## config.mk

```make
export PLATFORM = sky130hd
export DESIGN_NAME = pwm_phase_timer
export DESIGN_NICKNAME = d
export VERILOG_FILES = /design/src/rtl/pwm_phase_pkg.sv /design/src/rtl/pwm_down_cnt.sv /design/src/rtl/pwm_phase_ctrl.sv /design/src/rtl/pwm_irq_flag.sv /design/src/rtl/pwm_phase_timer.sv
export SDC_FILE = /design/constraint.sdc
export NUM_CORES = 1
export LEC_CHECK = 0
export ABC_CLOCK_PERIOD_IN_PS = 2500
export BUFFER_PORTS_ARGS = -buffer_cell sky130_fd_sc_hd__buf_2
export CAP_MARGIN = 25
export CORE_MARGIN = 8
export CORE_UTILIZATION = 45
export DETAILED_ROUTE_END_ITERATION = 7
export PLACE_DENSITY = 0.72
export SLEW_MARGIN = 20
export SYNTH_ARGS = -nofsm -noshare
export SYNTH_HDL_FRONTEND = slang
export SYNTH_HIERARCHICAL = 1
export SYNTH_SLANG_ARGS = --single-unit
```

## constraint.sdc

```tcl
create_clock -name clk_i -period 2.5 [get_ports clk_i]
set_clock_uncertainty 0.1 [all_clocks]
set_input_delay 0.5 -clock clk_i [delete_from_list [all_inputs] [get_ports clk_i]]
set_output_delay 0.5 -clock clk_i [all_outputs]
set_load 0.03 [all_outputs]
```

## src/rtl/pwm_phase_pkg.sv

```systemverilog
package pwm_phase_pkg;
  typedef enum logic {
    PH_OFF = 1'b0,
    PH_ON  = 1'b1
  } phase_e;
endpackage

```

## src/rtl/pwm_down_cnt.sv

```systemverilog
module pwm_down_cnt #(
  parameter int W = 16
) (
  input  logic         clk_i,
  input  logic         rst_ni,
  input  logic         load_i,
  input  logic [W-1:0] len_i,
  input  logic         dec_i,
  output logic         zero_o
);
  logic [W-1:0] cnt_q;
  logic [W-1:0] start_val;

  // a phase of N cycles counts N-1 .. 0; zero length acts as one
  assign start_val = (len_i == '0) ? '0 : len_i - W'(1);

  always_ff @(posedge clk_i or negedge rst_ni) begin
    if (!rst_ni)      cnt_q <= '0;
    else if (load_i)  cnt_q <= start_val;
    else if (dec_i)   cnt_q <= cnt_q - W'(1);
  end

  assign zero_o = (cnt_q == '0);
endmodule

```

## src/rtl/pwm_phase_ctrl.sv

```systemverilog
module pwm_phase_ctrl
  import pwm_phase_pkg::*;
(
  input  logic   clk_i,
  input  logic   rst_ni,
  input  logic   en_i,
  input  logic   zero_i,
  output logic   start_o,
  output logic   expire_o,
  output logic   dec_o,
  output phase_e phase_o,
  output logic   run_o
);
  logic   run_q;
  phase_e phase_q;

  assign start_o  = en_i & ~run_q;
  assign expire_o = en_i & run_q & zero_i;
  assign dec_o    = en_i & run_q & ~zero_i;

  always_ff @(posedge clk_i or negedge rst_ni) begin
    if (!rst_ni) begin
      run_q   <= 1'b0;
      phase_q <= PH_ON;
    end else begin
      run_q <= en_i;
      if (start_o)       phase_q <= PH_ON;
      else if (expire_o) phase_q <= (phase_q == PH_ON) ? PH_OFF : PH_ON;
    end
  end

  assign phase_o = phase_q;
  assign run_o   = run_q;
endmodule

```

## src/rtl/pwm_irq_flag.sv

```systemverilog
module pwm_irq_flag (
  input  logic clk_i,
  input  logic rst_ni,
  input  logic set_i,
  input  logic clr_i,
  output logic flag_o
);
  logic flag_q;

  // set has priority over clear
  always_ff @(posedge clk_i or negedge rst_ni) begin
    if (!rst_ni)     flag_q <= 1'b0;
    else if (set_i)  flag_q <= 1'b1;
    else if (clr_i)  flag_q <= 1'b0;
  end

  assign flag_o = flag_q;
endmodule

```

## src/rtl/pwm_phase_timer.sv

```systemverilog
module pwm_phase_timer
  import pwm_phase_pkg::*;
#(
  parameter int LEN_W = 16
) (
  input  logic             clk_i,
  input  logic             rst_ni,
  input  logic             en_i,
  input  logic [LEN_W-1:0] on_len_i,
  input  logic [LEN_W-1:0] off_len_i,
  input  logic             irq_clr_i,
  output logic             pwm_o,
  output logic             irq_o,
  output logic             phase_o
);
  logic             start, expire, dec, zero, run;
  phase_e           phase;
  logic [LEN_W-1:0] next_len;

  pwm_phase_ctrl i_ctrl (
    .clk_i    (clk_i),
    .rst_ni   (rst_ni),
    .en_i     (en_i),
    .zero_i   (zero),
    .start_o  (start),
    .expire_o (expire),
    .dec_o    (dec),
    .phase_o  (phase),
    .run_o    (run)
  );

  // length of the phase about to begin
  always_comb begin
    if (start)               next_len = on_len_i;
    else if (phase == PH_ON) next_len = off_len_i;
    else                     next_len = on_len_i;
  end

  pwm_down_cnt #(.W(LEN_W)) i_cnt (
    .clk_i  (clk_i),
    .rst_ni (rst_ni),
    .load_i (start | expire),
    .len_i  (next_len),
    .dec_i  (dec),
    .zero_o (zero)
  );

  pwm_irq_flag i_irq (
    .clk_i  (clk_i),
    .rst_ni (rst_ni),
    .set_i  (expire),
    .clr_i  (irq_clr_i),
    .flag_o (irq_o)
  );

  assign pwm_o   = run & (phase == PH_ON);
  assign phase_o = (phase == PH_ON);
endmodule

```

==> flow_summary_export.csv <==
group,metric,value,unit
cells_and_area,drive_gt1_frac,0.545,
critical_path,cp.required,2.57,ns
cells_and_area,area_growth,43.4,%
detailed_routing,drt_iter0_drc,57,
global_routing,antenna_found_initial,0,
outcome,status,"finished with violations",
power,switchingPower,433,µW
logic_synthesis,ys_seq_area_frac,0.302,
cells_and_area,seqCellArea,477,µm²
critical_path,worst-r2r-setup-slack,-0.03,ns
logic_synthesis,ys_ff_latch,19,
sta,finalCriticalPeriod,2.53,ns
detailed_routing,postRouteAntennaNets,0,
global_routing,grt_max_degree,20,
placed_design,gp_congestion,0.831,
run,maxCapViolCount,0,
clocking,cts_tree,"done",
critical_path,critical_path_arrival,2.61,ns
logic_synthesis,ys.flop_type,"dfrtp_1",
min_path,hp-class,"primary input to async pin",
detailed_routing,avgRoutedWirePerCell,14.1,µm
detailed_routing,via_per_inst,5.21,
critical_path,rr_worst_depth,9,
logic_synthesis,synth.most_common_cell,"xnor2_1",
placed_design,placed_cell_area,2070,µm²
sta,grt_setup_unrepaired,"true",
die,die_x,75.2,µm
logic_synthesis,syn_inst,157,
critical_path,reg2reg_from,"i_ctrl/run_o",
cells_and_area,nFillCells,268,
sta,period_share,1.01,
cells_and_area,fin_nets,273,
power,leakage,0.996,nW
clocking,clock_path_buffers,2,
logic_synthesis,yosys_warnings,6,
global_routing,grt_pass1_vias,1485,
power,combPwrFrac,0.509,
sta,fmax,0.395,GHz
global_routing,grt.overflow.total,0,
logic_synthesis,synth_area_per_cell,10.1,µm²
detailed_routing,drc,0,
clocking,root_buffer,"clkbuf_4",
outcome,violations,"setup timing",
logic_synthesis,synth_common_cells,"xnor2_1, dfrtp_1, nor2_1",
power,seq_power_share,0.368,
critical_path,slowest_delay,0.35,ns
logic_synthesis,syn_area,1580,µm²
placed_design,dpl_worst_slack,-0.406,ns
cells_and_area,finish.utilization,0.673,
global_routing,track_usage,0.139,
cells_and_area,fin_area,2260,µm²
sta,setup_violations,3,
cells_and_area,multi_input_area,1170,µm²
die,io_pins,39,
power,p_per_area,534,nW/µm²
detailed_routing,num_vias,1454,
logic_synthesis,synth_edf_count,0,
critical_path,critPathSlowestCell,"dfrtp_1",
clocking,clock_latency,0.29,ns
sta,tns,-0.0534,ns
logic_synthesis,synthDistinctLibCells,41,
clocking,cts.sinks,19,
global_routing,grt_pass1_wl,6270,µm
logic_synthesis,synth_area_leaders,"dfrtp_1, xnor2_1, mux2_4",
logic_synthesis,async_flop_share,1.00,
cells_and_area,fin_cells,279,
sta,worstMarginPinSlew,0.417,ns
clocking,path_clk_slew,0.10,ns
sta,setup_slack,-0.0332,ns
placed_design,port_buffers,38,
power,p_clk_frac,0.123,
sta,slew_viol_final,0,
critical_path,critPathCaptureType,"register",
clocking,holdBufCountCts,0,
power,sw_frac_of_total,0.358,
die,row_count,21,
sta,whs,0.0302,ns
cells_and_area,antenna_cells,0,
power,power.internal,777,µW
die,initial_utilization,0.469,
logic_synthesis,yosysTopAreaCell,"dfrtp_1",
critical_path,crit_type,"register to register",
die,die_y,75.2,µm
clocking,cts_made_buffers,3,
placed_design,dp.cells,271,
die,die_area,5660,µm²
clocking,cts-htree-levels,1,
die,core_region_area,3360,µm²
sta,hold_viol,0,
sta,slew_headroom,0.722,
power,ir_drop,0.000198,V
detailed_routing,wl,3930,µm
placed_design,place_hpwl,3140,µm
critical_path,cp-start-kind,"register",
critical_path,worstPathMaxFanout,7,
detailed_routing,firstDrtPassIters,4,
power,fin_total_pwr,1.21,mW
critical_path,cp_cell_sequence,"and2b_2, nor2b_4, buf_12, mux2_4, nor4_4, nor4b_4, nor3b_2, xnor2_2, o22ai_2",
critical_path,worst_r2r_endpoint,"i_cnt/cnt_q[13]",
logic_synthesis,synth_nets,196,
logic_synthesis,yosys.area.top_type_share,0.285,
[critical path: cells and delay by family (launching register included)]
family / cells / cell delay [ns]
flip-flops: 1 / 0.35
multiplexers: 1 / 0.32
buffers and inverters: 1 / 0.14
XOR/XNOR: 1 / 0.16
AND/OR/NAND/NOR: 5 / 1.27
AO/OA/AOI/OAI: 1 / 0.09
[cell type report]
type | count | share of cell area
clock buffer | 4 | 0.0116
multi-input combinational | 128 | 0.517
tap | 46 | 0.0254
timing repair buffer | 77 | 0.228
sequential | 19 | 0.210
inverter | 5 | 0.00829
[registers in the layout, summed over array words and instances, names as in the netlist]
register and cells:
i_ctrl/phase_o 1, i_irq/flag_o 1, i_cnt/cnt_q 16, i_ctrl/run_o 1
[worst max path at each step]
stage,from,end,slack [ns]
final,i_ctrl/run_o,i_cnt/cnt_q[13],-0.03
after global routing,i_ctrl/run_o,i_cnt/cnt_q[14],-0.16
after CTS,i_ctrl/run_o,i_cnt/cnt_q[14],-0.04
after detailed placement,en_i,i_cnt/cnt_q[14],-0.41
after global placement,en_i,i_cnt/cnt_q[14],-0.29
after floorplan,i_ctrl/phase_o,i_cnt/cnt_q[13],-0.19
[logic make-up after synthesis]
logic type | synth area share
xor+xnor | 0.144
simple gates | 0.244
flops | 0.302
fa+ha+maj | 0.0238
compound gates | 0.0832
buf+inv | 0.0396
mux | 0.163
[what timing repair did]
action | CTS | global route
setup buffers | 3 | 1
gates resized for setup | 3 | 21
setup endpoints to repair | 16 | 16
pin swaps | 2 | 8
[per-layer routing]
| layer | global-route usage | vias to the layer above | wire length, µm |
|---|---|---|---|
| met4 | 0.0384 | 0 | 42 |
| met2 | 0.240 | 44 | 1970 |
| met5 | 0 | - | 0 |
| met1 | 0.172 | 689 | 1770 |
| met3 | 0.0253 | 4 | 150 |
| li1 | - | 717 | - |
[cell usage in the layout, fill, tap and decap left out, types with 3 or more instances in the layout]
cell type and count:
buf_2 38, buf_4 35, clkbuf_4 3, dfrtp_1 18, ha_1 3, inv_1 5, mux2_2 5, mux2_4 11
mux2i_1 4, nand2_1 8, nand2_2 3, nor2_1 15, nor3_1 5, nor4_2 3, nor4_4 3, o22ai_1 4
o22ai_2 9, xnor2_1 18, xor2_1 7
[power groups by stage]
stage | Combinational, mW | Sequential (mW) | Clock (mW)
after global routing | 0.667 | 0.453 | 0.168
final | 0.616 | 0.446 | 0.148
after CTS | 0.558 | 0.442 | 0.155
after detailed placement | 0.534 | 0.449 | 0
after global placement | 0.517 | 0.441 | 0
after floorplan | 0.346 | 0.447 | 0
Note: power is estimated with default switching activity, not from simulation.
